`src/rtl/edr_pkg.sv`:
```
package edr_pkg;
  typedef enum logic [1:0] {
    ST_RUN    = 2'd0,
    ST_WR_OLD = 2'd1,
    ST_WR_NEW = 2'd2,
    ST_RD     = 2'd3
  } edr_state_e;
endpackage

```
`src/rtl/edr_row_comp.sv`:
```
module edr_row_comp #(
  parameter  int ROWS = 64,
  parameter  int COLS = 64,
  localparam int RW   = $clog2(ROWS),
  localparam int CW   = $clog2(COLS),
  localparam int SW   = RW + CW
) (
  input  logic [RW-1:0]   row_i,
  input  logic [COLS-1:0] data_i,
  output logic [SW-1:0]   char_o
);

  function automatic logic [COLS-1:0] col_mask(input int b);
    logic [COLS-1:0] m;
    for (int c = 0; c < COLS; c++) m[c] = ((c >> b) & 1) == 1;
    return m;
  endfunction

  logic [CW-1:0] colx;
  logic          par;

  // one parity tree per column-address bit
  for (genvar gi = 0; gi < CW; gi++) begin : g_colbit
    assign colx[gi] = ^(data_i & col_mask(gi));
  end

  assign par    = ^data_i;
  assign char_o = {par ? row_i : {RW{1'b0}}, colx};

endmodule

```
`src/rtl/edr_sig.sv`:
```
module edr_sig #(
  parameter int SW = 12
) (
  input  logic          clk_i,
  input  logic          rst_ni,
  input  logic [SW-1:0] char_i,
  input  logic          start_test_i,
  input  logic          start_ref_i,
  input  logic          step_test_i,
  input  logic          step_ref_i,
  input  logic          last_i,
  input  logic          hold_old_i,
  input  logic          wr_apply_i,
  input  logic          wr_cov_i,
  input  logic          err_clr_i,
  output logic          err_o
);

  logic [SW-1:0] refc_q, testc_q, old_q;
  logic          err_q;
  logic [SW-1:0] wr_delta;
  logic          mismatch;

  assign wr_delta = old_q ^ char_i;
  assign mismatch = (testc_q ^ char_i) != refc_q;

  always_ff @(posedge clk_i or negedge rst_ni) begin
    if (!rst_ni) begin
      refc_q  <= '0;
      testc_q <= '0;
      old_q   <= '0;
      err_q   <= 1'b0;
    end else begin
      if (start_ref_i)      refc_q <= '0;
      else if (step_ref_i)  refc_q <= refc_q ^ char_i;
      else if (wr_apply_i)  refc_q <= refc_q ^ wr_delta;

      if (start_test_i)                testc_q <= '0;
      else if (step_test_i)            testc_q <= testc_q ^ char_i;
      else if (wr_apply_i && wr_cov_i) testc_q <= testc_q ^ wr_delta;

      if (hold_old_i) old_q <= char_i;

      if (step_test_i && last_i && mismatch) err_q <= 1'b1;
      else if (err_clr_i)                    err_q <= 1'b0;
    end
  end

  assign err_o = err_q;


  err_sticky_chk: assert property (@(posedge clk_i) disable iff (!rst_ni)
    err_q && !err_clr_i |=> err_q);


  test_clear_chk: assert property (@(posedge clk_i) disable iff (!rst_ni)
    start_test_i |=> testc_q == '0);


  err_source_chk: assert property (@(posedge clk_i) disable iff (!rst_ni)
    $rose(err_q) |-> $past(step_test_i && last_i));

endmodule

```
`src/rtl/edr_seq.sv`:
```
module edr_seq
  import edr_pkg::*;
#(
  parameter  int ROWS = 64,
  parameter  int COLS = 64,
  localparam int RW   = $clog2(ROWS),
  localparam int CW   = $clog2(COLS)
) (
  input  logic            clk_i,
  input  logic            rst_ni,
  input  logic            refresh_tick_i,
  input  logic            learn_i,
  input  logic            host_req_i,
  input  logic            host_we_i,
  input  logic [RW-1:0]   host_row_i,
  input  logic [CW-1:0]   host_col_i,
  input  logic            host_wdata_i,
  output logic            host_ack_o,
  output logic            host_rdata_o,
  output logic            busy_o,
  output logic [RW-1:0]   arr_row_o,
  input  logic [COLS-1:0] arr_rdata_i,
  output logic            arr_we_o,
  output logic [COLS-1:0] arr_wdata_o,
  output logic [RW-1:0]   comp_row_o,
  output logic [COLS-1:0] comp_data_o,
  output logic            start_test_o,
  output logic            start_ref_o,
  output logic            step_test_o,
  output logic            step_ref_o,
  output logic            last_o,
  output logic            hold_old_o,
  output logic            wr_apply_o,
  output logic            wr_cov_o
);

  localparam logic [RW-1:0] LAST_ROW = RW'(ROWS - 1);

  edr_state_e      state_q;
  logic [RW-1:0]   cnt_q, row_q;
  logic [CW-1:0]   col_q;
  logic            wdata_q, busy_q, learn_q, tick_pend_q, learn_pend_q;
  logic            accept, step, start;
  logic [COLS-1:0] new_row;

  // host wins over a refresh step, except during a learn pass
  assign accept = (state_q == ST_RUN) && host_req_i && !(busy_q && learn_q);
  assign step   = (state_q == ST_RUN) && busy_q && !accept;
  assign start  = (state_q == ST_RUN) && !busy_q && !accept && (tick_pend_q || learn_pend_q);
  assign last_o = step && (cnt_q == LAST_ROW);

  always_comb begin
    new_row        = arr_rdata_i;
    new_row[col_q] = wdata_q;
  end

  always_comb begin
    arr_row_o   = row_q;
    arr_we_o    = 1'b0;
    arr_wdata_o = arr_rdata_i;
    comp_row_o  = row_q;
    comp_data_o = arr_rdata_i;
    unique case (state_q)
      ST_RUN: begin
        arr_row_o  = cnt_q;
        arr_we_o   = step;
        comp_row_o = cnt_q;
      end
      ST_WR_NEW: begin
        arr_we_o    = 1'b1;
        arr_wdata_o = new_row;
        comp_data_o = new_row;
      end
      default: ;
    endcase
  end

  assign host_ack_o   = (state_q == ST_WR_NEW) || (state_q == ST_RD);
  assign host_rdata_o = (state_q == ST_RD) && arr_rdata_i[col_q];
  assign busy_o       = busy_q;

  assign start_test_o = start && !learn_pend_q;
  assign start_ref_o  = start && learn_pend_q;
  assign step_test_o  = step && !learn_q;
  assign step_ref_o   = step && learn_q;
  assign hold_old_o   = state_q == ST_WR_OLD;
  assign wr_apply_o   = state_q == ST_WR_NEW;
  assign wr_cov_o     = busy_q && !learn_q && (row_q < cnt_q);

  always_ff @(posedge clk_i or negedge rst_ni) begin
    if (!rst_ni) begin
      state_q      <= ST_RUN;
      cnt_q        <= '0;
      row_q        <= '0;
      col_q        <= '0;
      wdata_q      <= 1'b0;
      busy_q       <= 1'b0;
      learn_q      <= 1'b0;
      tick_pend_q  <= 1'b0;
      learn_pend_q <= 1'b0;
    end else begin
      tick_pend_q  <= (tick_pend_q && !(start && !learn_pend_q)) || refresh_tick_i;
      learn_pend_q <= (learn_pend_q && !start) || learn_i;
      unique case (state_q)
        ST_RUN: begin
          if (accept) begin
            row_q   <= host_row_i;
            col_q   <= host_col_i;
            wdata_q <= host_wdata_i;
            state_q <= host_we_i ? ST_WR_OLD : ST_RD;
          end else if (step) begin
            cnt_q <= last_o ? '0 : cnt_q + 1'b1;
            if (last_o) busy_q <= 1'b0;
          end else if (start) begin
            busy_q  <= 1'b1;
            cnt_q   <= '0;
            learn_q <= learn_pend_q;
          end
        end
        ST_WR_OLD: state_q <= ST_WR_NEW;
        default:   state_q <= ST_RUN;
      endcase
    end
  end


  pass_end_chk: assert property (@(posedge clk_i) disable iff (!rst_ni)
    $fell(busy_q) |-> $past(cnt_q) == LAST_ROW);


  learn_block_chk: assert property (@(posedge clk_i) disable iff (!rst_ni)
    busy_q && learn_q |-> !host_ack_o);


  ack_pulse_chk: assert property (@(posedge clk_i) disable iff (!rst_ni)
    host_ack_o |=> !host_ack_o);


  wr_phase_chk: assert property (@(posedge clk_i) disable iff (!rst_ni)
    host_ack_o && arr_we_o |-> $past(state_q) == ST_WR_OLD);

endmodule

```
`src/rtl/edr_refresh_ctrl.sv`:
```
module edr_refresh_ctrl #(
  parameter  int ROWS = 64,
  parameter  int COLS = 64,
  localparam int RW   = $clog2(ROWS),
  localparam int CW   = $clog2(COLS),
  localparam int SW   = RW + CW
) (
  input  logic            clk_i,
  input  logic            rst_ni,
  input  logic            refresh_tick_i,
  input  logic            learn_i,
  input  logic            host_req_i,
  input  logic            host_we_i,
  input  logic [RW-1:0]   host_row_i,
  input  logic [CW-1:0]   host_col_i,
  input  logic            host_wdata_i,
  output logic            host_ack_o,
  output logic            host_rdata_o,
  input  logic            err_clr_i,
  output logic            err_o,
  output logic            busy_o,
  output logic [RW-1:0]   arr_row_o,
  input  logic [COLS-1:0] arr_rdata_i,
  output logic            arr_we_o,
  output logic [COLS-1:0] arr_wdata_o
);

  logic [RW-1:0]   comp_row;
  logic [COLS-1:0] comp_data;
  logic [SW-1:0]   row_char;
  logic start_test, start_ref, step_test, step_ref, last, hold_old, wr_apply, wr_cov;

  edr_seq #(.ROWS(ROWS), .COLS(COLS)) u_seq (
    .clk_i, .rst_ni, .refresh_tick_i, .learn_i,
    .host_req_i, .host_we_i, .host_row_i, .host_col_i, .host_wdata_i,
    .host_ack_o, .host_rdata_o, .busy_o,
    .arr_row_o, .arr_rdata_i, .arr_we_o, .arr_wdata_o,
    .comp_row_o   (comp_row),
    .comp_data_o  (comp_data),
    .start_test_o (start_test),
    .start_ref_o  (start_ref),
    .step_test_o  (step_test),
    .step_ref_o   (step_ref),
    .last_o       (last),
    .hold_old_o   (hold_old),
    .wr_apply_o   (wr_apply),
    .wr_cov_o     (wr_cov)
  );

  edr_row_comp #(.ROWS(ROWS), .COLS(COLS)) u_comp (
    .row_i  (comp_row),
    .data_i (comp_data),
    .char_o (row_char)
  );

  edr_sig #(.SW(SW)) u_sig (
    .clk_i, .rst_ni,
    .char_i       (row_char),
    .start_test_i (start_test),
    .start_ref_i  (start_ref),
    .step_test_i  (step_test),
    .step_ref_i   (step_ref),
    .last_i       (last),
    .hold_old_i   (hold_old),
    .wr_apply_i   (wr_apply),
    .wr_cov_i     (wr_cov),
    .err_clr_i,
    .err_o
  );

endmodule

```
`config.mk`:
```
export PLATFORM = sky130hd
export DESIGN_NAME = edr_refresh_ctrl
export DESIGN_NICKNAME = d
export VERILOG_FILES = /design/src/rtl/edr_pkg.sv /design/src/rtl/edr_row_comp.sv /design/src/rtl/edr_sig.sv /design/src/rtl/edr_seq.sv /design/src/rtl/edr_refresh_ctrl.sv
export SDC_FILE = /design/constraint.sdc
export NUM_CORES = 1
export LEC_CHECK = 0
export ABC_AREA = 1
export BUFFER_PORTS_ARGS = -buffer_cell sky130_fd_sc_hd__clkbuf_2
export CAP_MARGIN = 20
export CELL_PAD_IN_SITES_DETAIL_PLACEMENT = 2
export CELL_PAD_IN_SITES_GLOBAL_PLACEMENT = 2
export CORE_AREA = 2 2 170 172
export DETAILED_ROUTE_END_ITERATION = 8
export DIE_AREA = 0 0 172 174
export PLACE_DENSITY = 0.92
export SETUP_SLACK_MARGIN = 0.4
export SLEW_MARGIN = 20
export SYNTH_ARGS = -nofsm -noshare
export SYNTH_HDL_FRONTEND = slang
export SYNTH_SLANG_ARGS = --single-unit
```
`constraint.sdc`:
```
create_clock -name clk_i -period 8.3 [get_ports clk_i]
set_input_delay 0.415 -clock clk_i [delete_from_list [all_inputs] [get_ports clk_i]]
set_output_delay 0.415 -clock clk_i [all_outputs]
set_load 0.02 [all_outputs]
```
# [Word level (Yosys, flattened, before mapping)]
# Index checks and enable logic that the tools add are counted.
[word_totals] reg_bits=62 wordCells=106
[op_classes] addsub=1 magnitude_cmp=3 eq_ne=7 n_mux=26 n_bitwise=7 n_reduce_logical=49
[ops] cell="$reduce_xor A64 Y1" n=7
[ops] cell="$mux W12" n=6
[ops] cell="$bwmux W64" n=1
[ops] cell="$mux W64" n=1
[ops] cell="$xor A12 B12 Y12" n=5
[ops] cell="$mux W6" n=5
[ops] cell="$logic_and A1 B1 Y1" n=22
[ops] cell="$ne A12 B12 Y1" n=1
[ops] cell="$reduce_and A4 Y1" n=2
[ops] cell="$logic_not A1 Y1" n=7
[ops] cell="$lt A6 B7 Y1 const B" n=1
[ops] cell="$mux W1" n=7
[ops] cell="$add A6 B1 Y6 const B" n=1
[ops] cell="$bmux W1 S6" n=1
[ops] cell="$demux W1 S6" n=1
[ops] cell="$eq A6 B6 Y1 const B" n=1
[ops] cell="$ge A6 B1 Y1 const B" n=1
[ops] cell="$lt A6 B6 Y1" n=1
[ops] cell="$reduce_bool A3 Y1" n=2
[ops] cell="$eq A2 B2 Y1 const B" n=2
[ops] cell="$logic_or A1 B1 Y1" n=4
[ops] cell="$mux W2" n=2
[ops] cell="$ne A2 B1 Y1 const B" n=2
[ops] cell="$pmux W2 S2" n=1
[ops] cell="other kinds (7)" n=9

# [Depth between registers and ports, before layout]
[depth] depth_word=13 depth_mapped=32

# [By module]
# A second synthesis with hierarchy kept.
[unflattened] cells_unflattened=1528 hier_area_um2=8495.6
[modules_own_cells] mod="edr_seq" instances=1 cells_per_inst=716 area_per_inst_um2=4015.1
[modules_own_cells] mod="edr_sig" instances=1 cells_per_inst=321 area_per_inst_um2=2259.7
[modules_own_cells] mod="edr_row_comp" instances=1 cells_per_inst=491 area_per_inst_um2=2220.9

# [Worst setup path before layout]
# No wires, ideal clock.
[synth_path] path_type="register to register" start="register u_seq.state_q[0]" end="register u_sig.err_q, in the netlist u_sig.err_o" setup_ns=0.116 arrival_time_ns=2.774 t_required_ns=8.184 path_slack_ns=5.410 path_stages_with_launch=32 path_buffers=3 period_less_slack_ns=2.890 path_cell_list="dfrtp_1 > inv_2 > nand2_4 > buf_6 > nor2_4 > buf_6 > nand2_1 > nand2_1 > nand2_1 > inv_1 > nand2_1 > nand2_1 > nand2_1 > nand2_1 > nand2_1 > nand2_2 > nand2_1 > nand2_1 > nand2_1 > nand2_4 > nand3_4 > buf_6 > nand3_2 > nand2_1 > nand2_1 > nand2_1 > nand2_1 > nand2_1 > nor2_1 > nand2_1 > nand2_1 > nand2_1"
[synth_rtl] item="start, declared" line="edr_seq.sv:39" rtl="edr_state_e state_q;"
[synth_rtl] item="start signal, assigned" line="edr_seq.sv:110" rtl="state_q <= host_we_i ? ST_WR_OLD : ST_RD;"
[synth_rtl] item="$eq A2 B2 Y1 *"
[synth_rtl] item="$mux W64 *"
[synth_rtl] item="named net arr_wdata_o[42]" line="edr_refresh_ctrl.sv:25" rtl="output logic [COLS-1:0] arr_wdata_o"
[synth_rtl] item="$reduce_xor A64 Y1" line="edr_row_comp.sv:27" rtl="assign par = ^data_i;"
[synth_rtl] item="$mux W6" line="edr_row_comp.sv:28" rtl="assign char_o = {par ? row_i : {RW{1'b0}}, colx};"
[synth_rtl] item="$xor A12 B12 Y12 *" line="edr_sig.sv:25" rtl="assign mismatch = (testc_q ^ char_i) != refc_q;"
[synth_rtl] item="$ne A12 B12 Y1 *" line="edr_sig.sv:25"
[synth_rtl] item="$logic_and A1 B1 Y1 *" line="edr_sig.sv:44" rtl="if (step_test_i && last_i && mismatch) err_q <= 1'b1;"
[synth_rtl] item="$mux W1 / $reduce_bool A2 Y1 (equally long branches)"
[synth_rtl] item="end signal, assigned" line="edr_sig.sv:32" rtl="err_q <= 1'b0;"
[synth_rtl] item="end signal, assigned" line="edr_sig.sv:44"
[synth_rtl] item="end signal, assigned" line="edr_sig.sv:45" rtl="else if (err_clr_i) err_q <= 1'b0;"
[synth_rtl] item="end, declared" line="edr_sig.sv:20" rtl="logic err_q;"
# The timed path passes the listed nets; every way through them passes the cells marked *.
# A chain may end at the register's enable or synchronous reset.

# [Worst setup path after layout]
[layout_path] start="register u_seq.col_q[0]" end="register u_sig.refc_q[7]"
[layout_via] elab_chain_len=13
[layout_rtl] item="start, declared" line="edr_seq.sv:41" rtl="logic [CW-1:0] col_q;"
[layout_rtl] item="start signal, assigned" line="edr_seq.sv:108" rtl="col_q <= host_col_i;"
[layout_rtl] item="$lt A6 B7 Y1 (implied by the code) / $ge A6 B1 Y1 (equally long branches)" line="edr_seq.sv:54" rtl="new_row[col_q] = wdata_q;"
[layout_rtl] item="$logic_and A1 B1 Y1 (implied by the code)" line="edr_seq.sv:54"
[layout_rtl] item="$mux W1 (implied by the code)" line="edr_seq.sv:54"
[layout_rtl] item="$demux W1 S6 *"
[layout_rtl] item="$bwmux W64 *" line="edr_seq.sv:54"
[layout_rtl] item="$mux W64 *" line="edr_seq.sv:63" rtl="unique case (state_q)"
[layout_rtl] item="$reduce_xor A64 Y1 *" line="edr_row_comp.sv:27"
[layout_rtl] item="$mux W6 *" line="edr_row_comp.sv:28"
[layout_rtl] item="$xor A12 B12 Y12" line="edr_sig.sv:24" rtl="assign wr_delta = old_q ^ char_i;"
[layout_rtl] item="$xor A12 B12 Y12" line="edr_sig.sv:36" rtl="else if (wr_apply_i) refc_q <= refc_q ^ wr_delta;"
[layout_rtl] item="$mux W12" line="edr_sig.sv:36"
[layout_rtl] item="$mux W12 *" line="edr_sig.sv:35" rtl="else if (step_ref_i) refc_q <= refc_q ^ char_i;"
[layout_rtl] item="$mux W12 *" line="edr_sig.sv:34" rtl="if (start_ref_i) refc_q <= '0;"
[layout_rtl] item="end signal, assigned" line="edr_sig.sv:35"
[layout_rtl] item="end signal, assigned" line="edr_sig.sv:36"
[layout_rtl] item="end, declared" line="edr_sig.sv:19" rtl="logic [SW-1:0] refc_q, testc_q, old_q;"
# Mark *: on every way between the ends. The rest lies on a longest branch, timed or not. The select of a mux whose other input is x is not followed.

==> qor.txt <==
FLOORPLANNING
-----------------------------------------------------------------------------------------------
Die Ht                                                                                   174 µm
Die W                                                                                    172 µm
Core region area                                                                     28,240 µm²
Die footprint                                                                        29,930 µm²
Initial core utilization                                                                 30.47%
Number of ports placed on the die boundary                                                  159
Site Rows                                                                                    62

PLACED DESIGN
-----------------------------------------------------------------------------------------------
Post-DP HPWL                                                                          34,590 µm
Placement Setup Slack                                                                  3.954 ns
Cell area after placement                                                              9617 µm²
Total of buffers placed on input and output ports                                           158
Final GP Congestion                                                                      0.9127
Placed Instances                                                                          2,125

GLOBAL ROUTE
-----------------------------------------------------------------------------------------------
Aggregate global routing overflow                                                             0
First-pass GRT wire length                                                            73,420 µm
Initial antenna violation count                                                               0
Total Routing Usage GR                                                                   31.64%
Largest net degree at the start of global routing                                            63
Number of global-route vias before repair                                                12,920

SETUP PATH
-----------------------------------------------------------------------------------------------
Number of cells on the worst reg-to-reg path                                                 22
Required time of the worst setup path                                                   8.54 ns
CP Data Arrival Time                                                                    5.04 ns
R2R Path Start                                                                     u_seq.col_q[0]
Startpoint of the worst setup timing path                                          u_seq.col_q[0]
Maximum fanout encountered on the critical timing path                                       21
Worst R2R End                                                                      u_sig.refc_q[7]
Type of origin of the critical path                                                   flip-flop
Category of the most critical setup path                                                reg2reg
Worst setup EP type                                                                   flip-flop
Capture point of the worst path                                                    u_sig.refc_q[7]
Setup slack of the most critical reg-to-reg path                                        3.51 ns

STA
-----------------------------------------------------------------------------------------------
Hold slack                                                                            0.2551 ns
Final Hold Fails                                                                              0
Pins Over Slew Limit                                                                          0
Clock period minus final worst setup slack                                             4.794 ns
Headroom to the max-slew limit                                                           26.80%
Number of setup violations in the final report                                                0
Total negative setup slack                                                                 0 ns
Final Worst Setup Slack                                                                3.506 ns
Unrepaired setup endpoints after global routing                                           false
Worst-Margin Slew                                                                      1.094 ns
Post-route clock skew                                                                0.02051 ns
FMAX                                                                                  208.6 MHz
Fraction of the cycle the final worst path needs                                         57.76%

ROUTE
-----------------------------------------------------------------------------------------------
Post-detailed-route via-to-cell ratio                                                     5.425
DRC viols                                                                                     0
First DRT Iteration DRCs                                                                    838
Wire length per cell after detailed routing                                            21.88 µm
Routed WL                                                                             46,820 µm
Number of antenna-violating nets in the routed design                                         0
Drt first pass iters                                                                          5
Vias post-DR                                                                             11,610

YOSYS
-----------------------------------------------------------------------------------------------
Yosys warnings                                                                                0
Synthesized area per cell                                                             5.304 µm²
Number of nets in the synthesized netlist                                                 1,712
Fraction of the yosys area taken by sequential cells                                     18.03%
Leading register cell type out of synthesis                                        sky130_fd_sc_hd__dfrtp_1
Number of synthesized flops with an enable pin                                                0
Yosys top cell by area                                                             sky130_fd_sc_hd__nand2_1
Seq cells post-synth                                                                         62
Cell types occupying the most area after synthesis                                 sky130_fd_sc_hd__nand2_1 37%, sky130_fd_sc_hd__dfrtp_1 18%, sky130_fd_sc_hd__inv_1 7.4%
Yosys cell types                                                                             43
Cell area after synthesis                                                              8603 µm²
Top cell type's share of synthesized area                                                37.09%
Fraction of registers with async set or reset after synthesis                            100.0%
Number of instances in the synthesized netlist                                            1,622

CLOCK NETWORK
-----------------------------------------------------------------------------------------------
H-tree level count                                                                            3
Root Buffer Master                                                                 sky130_fd_sc_hd__clkbuf_16
CTS tree                                                                                  built
Clock input transition at the sequential cells of the worst setup and hold paths        0.07 ns
Deepest clock path buffer count                                                               2
Setup bufs post-CTS                                                                           0
Number of resized instances in the post-cts repair step                                       0
CTS Buf Count                                                                                 9
Number of clock sinks seen by CTS                                                            62
Worst-Skew Late Latency                                                                 0.37 ns
Number of buffers inserted by hold repair at cts                                              0

OUTCOME
-----------------------------------------------------------------------------------------------
Outcome                                                                            complete, no violations

LAYOUT
-----------------------------------------------------------------------------------------------
Fillers                                                                                   3,794
Diode count                                                                                   0
Area of all placed cells without fillers                                               9941 µm²
Non-filler instance count after layout                                                    2,140
Final core utilization                                                                   35.20%
Commonest non-fill, non-tap cell in the layout                                     sky130_fd_sc_hd__nand2_1
Layout-stage area growth over the synthesis result                                       15.55%
Number of nets in the final layout                                                        1,842
Storage cell area                                                                      1551 µm²
Area used by multi-input combinational logic                                           5933 µm²
Share of cells above drive strength 1                                                    17.94%
Most frequent cells in the layout                                                  850 x sky130_fd_sc_hd__nand2_1, 170 x sky130_fd_sc_hd__inv_1, 158 x sky130_fd_sc_hd__clkbuf_2

POWER AND IR DROP
-----------------------------------------------------------------------------------------------
Leakage power                                                                          5.853 nW
Total power draw                                                                       3.082 mW
Power Dens Cells                                                                   310.0 nW/µm²
Peak supply drop                                                                      0.1604 mV

MIN PATH
-----------------------------------------------------------------------------------------------
Class of the tightest hold or removal check                                              in2reg

JOB
-----------------------------------------------------------------------------------------------
Count of max-cap constraint violations                                                        0

==> worst min path at each step <==
stage | from | endpoint | slack [ns] | cells after the start
global route | host_we_i | u_seq.state_q[1] | 0.28 | 2
finish | host_col_i[1] | u_seq.col_q[1] | 0.26 | 3
floorplan | rst_ni | u_seq.busy_o | 0.12 | 0
global placement | u_sig.old_q[6] | u_sig.old_q[6] | 0.49 | 2
CTS | host_we_i | u_seq.state_q[1] | 0.26 | 2
detailed placement | u_sig.err_o | u_sig.err_o | 0.51 | 2
==> state kept, by name, summed over array words and instances, names as in the netlist, 2 cells and up <==
signal / count
u_sig.old_q: 12
u_sig.refc_q: 12
u_sig.testc_q: 12
u_seq.cnt_q: 6
u_seq.col_q: 6
u_seq.row_q: 6
u_seq.state_q: 2
==> power by group <==
group          total [mW]  internal [mW]  switching [mW]
Clock               0.447          0.277           0.170
Combinational        2.02          0.501            1.51
Sequential          0.620          0.435           0.185
Total                3.08           1.21            1.87
==> cells in the mapped netlist, drive strengths merged, types with 3 or more instances <==
master / count
a21oi: 35
o2111ai: 3
dfrtp: 62
o22ai: 21
nor3: 4
nand2: 909
xor2: 22
ha: 6
inv: 223
nand3: 129
nand4: 14
xnor2: 10
o21ai: 69
nor2: 56
buf: 24
clkbuf: 17
==> area by class of cell <==
class	count	area share (%)
Tap cell	384	4.833
Sequential cell	62	15.61
Timing Repair Buffer	160	8.106
Clock buffer	11	2.542
Multi-Input combinational cell	1295	59.69
Clock inverter	4	0.7048
Inverter	224	8.521
==> cell families after synthesis <==
group           synth area share [%]
xor+xnor                       3.258
compound gates                 9.032
buf+inv                        13.00
simple gates                   55.80
flops                          18.03
fa+ha+maj                     0.8726
==> worst max-delay path, cell delays in order (launching register included) <==
cell	delay, ns
sky130_fd_sc_hd__dfrtp_1	0.74
sky130_fd_sc_hd__nor2_2	1.00
sky130_fd_sc_hd__nand2_1	0.17
sky130_fd_sc_hd__nand2_1	0.10
sky130_fd_sc_hd__nand2_1	0.13
sky130_fd_sc_hd__inv_1	0.19
sky130_fd_sc_hd__nand2_1	0.07
sky130_fd_sc_hd__nand2_1	0.12
sky130_fd_sc_hd__nand2_1	0.08
sky130_fd_sc_hd__nand2_1	0.15
sky130_fd_sc_hd__nand2_1	0.09
sky130_fd_sc_hd__nand2_2	0.13
sky130_fd_sc_hd__nand2_1	0.10
sky130_fd_sc_hd__nand2_1	0.14
sky130_fd_sc_hd__nand2_1	0.08
sky130_fd_sc_hd__nand2_1	0.11
sky130_fd_sc_hd__nand2_2	0.21
sky130_fd_sc_hd__and2_1	0.27
sky130_fd_sc_hd__nand2_1	0.13
sky130_fd_sc_hd__xor2_1	0.18
sky130_fd_sc_hd__nand2_1	0.11
sky130_fd_sc_hd__o21ai_0	0.22
sky130_fd_sc_hd__a21oi_1	0.09
==> routing by layer <==
metal	vias up	GRT usage (%)	share of wire [%]
met5	-	0	0
met3	150	4.030	4.7
li1	5254	-	-
met2	440	54.00	48
met4	0	15.13	4.7
met1	5766	39.18	42
Power figures use the tool's default switching activity.
